==> config.mk <==
export PLATFORM = sky130hd
export DESIGN_NAME = pam_pattern_gen
export DESIGN_NICKNAME = d
export VERILOG_FILES = /design/src/rtl/pgen_pkg.sv /design/src/rtl/pgen_lfsr.sv /design/src/rtl/pgen_level_map.sv /design/src/rtl/pgen_therm.sv /design/src/rtl/pam_pattern_gen.sv
export SDC_FILE = /design/constraint.sdc
export NUM_CORES = 1
export LEC_CHECK = 0
export BUFFER_PORTS_ARGS = -buffer_cell sky130_fd_sc_hd__buf_2
export CAP_MARGIN = 20
export CORE_MARGIN = 4
export CORE_UTILIZATION = 48
export DETAILED_ROUTE_END_ITERATION = 12
export PLACE_DENSITY = 0.81
export SYNTH_ARGS = -nofsm -noshare
export SYNTH_HDL_FRONTEND = slang
export SYNTH_SLANG_ARGS = --single-unit
==> constraint.sdc <==
create_clock -name clk -period 0.8 [get_ports clk]
set_clock_uncertainty 0.05 [all_clocks]
set_input_delay 0.2 -clock clk [delete_from_list [all_inputs] [get_ports clk]]
set_output_delay 0.2 -clock clk [all_outputs]
set_load 0.02 [all_outputs]
==> src/rtl/pgen_pkg.sv <==
package pgen_pkg;
  localparam int LVL_W  = 2;
  localparam int GATE_N = (1 << LVL_W) - 1;

  typedef logic [LVL_W-1:0]  level_t;
  typedef logic [GATE_N-1:0] therm_t;

  // Pick the level code from the mode, the select and the random bits.
  function automatic level_t pick_level(input logic bin_mode, input level_t sel,
                                        input level_t sym);
    level_t lv;
    if (!bin_mode)
      lv = sym;
    else if (sel == '1)
      lv = sym[0] ? '1 : '0;
    else
      lv = sel + level_t'(sym[0]);
    return lv;
  endfunction
endpackage

==> src/rtl/pgen_lfsr.sv <==
module pgen_lfsr #(
  parameter int           W     = 16,
  parameter logic [W-1:0] TAPS  = 16'hB400,
  parameter logic [W-1:0] SEED  = 16'hACE1,
  parameter int           STEP  = 2,
  parameter int           OUT_W = 2
) (
  input  logic             clk,
  input  logic             rst,
  input  logic             adv,
  output logic [OUT_W-1:0] low_bits
);
  localparam logic [W-1:0] SAFE_SEED = (SEED == '0) ? W'(1) : SEED;

  logic [W-1:0] state_q;

  function automatic logic [W-1:0] advance(input logic [W-1:0] s);
    logic [W-1:0] t;
    t = s;
    for (int i = 0; i < STEP; i++)
      t = {t[W-2:0], ^(t & TAPS)};
    return t;
  endfunction

  always_ff @(posedge clk) begin
    if (rst)
      state_q <= SAFE_SEED;
    else if (adv)
      state_q <= advance(state_q);
  end

  assign low_bits = state_q[OUT_W-1:0];

  AST_LFSR_NONZERO: assert property (@(posedge clk) disable iff (rst)
    state_q != '0);
  AST_LFSR_FROZEN: assert property (@(posedge clk) disable iff (rst)
    !adv |=> $stable(state_q));
  AST_LFSR_SEEDED: assert property (@(posedge clk)
    rst |=> state_q == SAFE_SEED);
endmodule

==> src/rtl/pgen_level_map.sv <==
module pgen_level_map
  import pgen_pkg::*;
(
  input  logic   bin_mode,
  input  level_t sel,
  input  level_t sym,
  output level_t level
);
  always_comb level = pick_level(bin_mode, sel, sym);
endmodule

==> src/rtl/pgen_therm.sv <==
module pgen_therm #(
  parameter int IN_W  = 2,
  parameter int OUT_N = (1 << IN_W) - 1
) (
  input  logic [IN_W-1:0]  code,
  output logic [OUT_N-1:0] therm
);
  for (genvar i = 0; i < OUT_N; i++) begin : g_bit
    assign therm[i] = (int'(code) > i);
  end
endmodule

==> src/rtl/pam_pattern_gen.sv <==
module pam_pattern_gen
  import pgen_pkg::*;
#(
  parameter int                LFSR_W    = 16,
  parameter logic [LFSR_W-1:0] LFSR_TAPS = 16'hB400,
  parameter logic [LFSR_W-1:0] LFSR_SEED = 16'hACE1
) (
  input  logic        clk,
  input  logic        rst,
  input  logic        en,
  input  logic        bin_mode,
  input  logic [1:0]  lvl_sel,
  output logic [2:0]  gate
);
  level_t sym, level;
  therm_t therm, gate_q;

  pgen_lfsr #(
    .W(LFSR_W), .TAPS(LFSR_TAPS), .SEED(LFSR_SEED), .STEP(LVL_W), .OUT_W(LVL_W)
  ) u_lfsr (
    .clk(clk), .rst(rst), .adv(en), .low_bits(sym)
  );

  pgen_level_map u_map (
    .bin_mode(bin_mode), .sel(lvl_sel), .sym(sym), .level(level)
  );

  pgen_therm #(.IN_W(LVL_W), .OUT_N(GATE_N)) u_therm (
    .code(level), .therm(therm)
  );

  always_ff @(posedge clk) begin
    if (rst)
      gate_q <= '0;
    else if (en)
      gate_q <= therm;
  end

  assign gate = gate_q;

  AST_RESET_CLEAR: assert property (@(posedge clk)
    rst |=> gate == '0);
  AST_THERM_VALID: assert property (@(posedge clk) disable iff (rst)
    (gate == 3'b000) || (gate == 3'b001) || (gate == 3'b011) || (gate == 3'b111));
  AST_HOLD_IDLE: assert property (@(posedge clk) disable iff (rst)
    !en |=> $stable(gate));
  AST_FULL_SWING: assert property (@(posedge clk) disable iff (rst)
    (en && bin_mode && lvl_sel == 2'd3) |=> (gate == 3'b000 || gate == 3'b111));
  AST_PAIR_RANGE: assert property (@(posedge clk) disable iff (rst)
    (en && bin_mode && lvl_sel != 2'd3) |=>
      ($countones(gate) == int'($past(lvl_sel)) ||
       $countones(gate) == int'($past(lvl_sel)) + 1));
endmodule

==> impl_metrics.tcl <==
set metrics [dict create \
    grt_pass1_wl_um 2421 \
    worst_pin_slew_ns 0.1830 \
    power_switching_mw 0.5224 \
    dpl.hpwl_um 964.3 \
    crit_path_max_incr_delay_ns 0.34 \
    path_cells "buf_6" \
    grt_usage_pct 15.69 \
    root_buffer "clkbuf_4" \
    ys_seq_area_share_pct 48.95 \
    switching_share_pct 26.20 \
    antenna_found_initial 0 \
    worstPathRequired_ns 0.55 \
    layout.cells.most_common "mux2i_1" \
    cp_top_family "flip-flops" \
    violations "setup timing" \
    final_cell_area_sq_um 1070 \
    postCtsHoldBufs 0 \
    netlist_area_sq_um 777.0 \
    wl_per_cell_um 12.52 \
    status "complete, but fails checks" \
    cts_buffers 3 \
    cp_max_fo 2 \
    p_int_mw 1.472 \
    start_kind "register" \
    grt_max_degree 17 \
    rows 14 \
    die_y_um 48.24 \
    cts_tree "done" \
    routabilityCongestion 0.7051 \
    cp_slowest_cell "dfxtp_2" \
    overflow 0 \
    clkSlewWorstSetupHoldPaths_ns 0.10 \
    tns_ns -1.096 \
    period_share_pct 126.4 \
    vias_per_cell 5.096 \
    avgSynthCellArea_sq_um 10.22 \
    insertion_delay_ns 0.30 \
    yosysWarnings 0 \
    cp-end-kind "output pin" \
    synthDistinctLibCells 20 \
    grt_pass1_vias 570 \
    maxCapViolations 0 \
    relSlewSlack_pct 87.72 \
    power_mw 1.994 \
    rsz0062_at_grt "yes" \
    place_area_sq_um 937.1 \
    finalSetupViolations 14 \
    hold_ws_ns 0.04827 \
    worst_slack_ns -0.2113 \
    pwr-share-clk_pct 24.2 \
    cts_num_sinks 19 \
    final_cell_mix "mux2i_1 (15), buf_6 (10), nor2_1 (9), dfxtp_2 (8), dfxtp_1 (8)" \
    period_needed_ns 1.011 \
    via_count 581 \
    syn-num-nets 82 \
    path_class "register to output pin" \
    area_delta_synth_final_pct 37.68 \
    hold_viol 0 \
    crit_arrival_ns 0.76 \
    drc 0 \
    fp.dieArea_sq_um 2327 \
    slew_violations 0 \
    ys_ff_latch 19 \
    io_buffer_count 8 \
    seqPwrFrac_pct 54.8 \
    die_x_um 48.24 \
    core_sq_um 1524 \
    cts_max_path_buffers 2 \
    cts.htree.levels 1 \
    drive_gt1_share_pct 44.90 \
    ant_nets 0 \
    min_path_type "input port to register" \
    postSynthCellCount 76 \
    initial_core_util_pct 50.99 \
    drtIter0Drc 3 \
    ios 9 \
    peakVddDrop_mv 1.220 \
    powerDensity_nw_per_um2 1864 \
    diodes 0 \
    max_freq_mhz 988.8 \
    routed_wirelength_um 1427 \
    p_leak_nw 0.4899 \
    drt_first_pass_iters 2 \
    finalNetCount 105 \
    cp_num_buf_inv 1 \
    comb_power_share_pct 21.0 \
]
path summary, 6_finish.rpt:
| path | depth (start not counted) | slack (ns) | startpoint | to |
|---|---|---|---|---|
| min reg2reg | 2 | 0.43 | gate[1] | gate[1] |
| max | 1 | -0.21 | gate[0] | gate[0] |
| min | 2 | 0.05 | rst | gate[0] |
| max reg2reg | 3 | -0.14 | u_lfsr.state_q[12] | u_lfsr.state_q[1] |
sequential cells by signal, indices dropped and copies added (netlist names):
signal	flops
gate	3
u_lfsr.state_q	16
cell families after synthesis:
group,Yosys count,share of synthesized area (%)
buf+inv,6,4.024
xor+xnor,7,7.891
simple gates,20,10.63
mux,17,22.06
flops,19,48.95
compound gates,7,6.441
power by group through the flow:
stage,clock [mW],sequential (mW),combinational (mW)
3_5_place_dp,0,1.10,0.348
5_1_grt,0.553,1.10,0.458
6_report,0.483,1.09,0.419
2_1_floorplan,0,1.11,0.223
4_1_cts,0.510,1.09,0.394
3_3_place_gp,0,1.10,0.340
final cells by class:
class | instances | area (sq um)
clock buffer | 4 | 26.28
tap | 16 | 20.02
inverter | 2 | 7.507
timing repair buffer | 22 | 202.7
sequential | 19 | 401.6
fill | 113 | 454.2
multi-input combinational | 51 | 411.6
synth_stat cells, drive strengths merged:
library cell	instances	area share (%)
nand2	7	3.4
mux2	1	1.4
buf	3	2.6
xnor2	6	6.8
nand2b	2	1.6
a311oi	1	1.1
nor2	9	4.3
clkbuf	1	0.48
a211oi	1	1.6
a31oi	1	0.81
xor2	1	1.1
a21o	1	0.97
o21ai	1	0.64
inv	2	0.97
dfxtp	19	49
nor3	1	0.64
mux2i	16	21
nand3	1	0.64
a21oi	2	1.3
stage by stage:
stage | util, % | instances | setup WS, ns
3_3_place_gp | 61.49 | 109 | -0.1445
5_1_grt | 70.20 | 114 | -0.2596
6_report | 70.20 | 114 | -0.2113
2_1_floorplan | - | 76 | -0.09354
4_1_cts | 67.82 | 113 | -0.2234
3_5_place_dp | 61.49 | 109 | -0.1484
per-layer routing:
layer / track usage (%) / routed length (um) / part of all wire, %
met4: 12.90 / 42 / 2.9
met5: 0 / 0 / 0
met1: 17.30 / 636 / 45
met2: 24.22 / 674 / 47
met3: 5.166 / 72 / 5.0
repair_timing:
action | 4_1_cts | 5_1_grt
endpoints found under the setup margin | 14 | 16
setup buffers | 0 | 1
pin swaps | 11 | 6
resized for setup | 22 | 8
(Power assumes the default switching activity.)
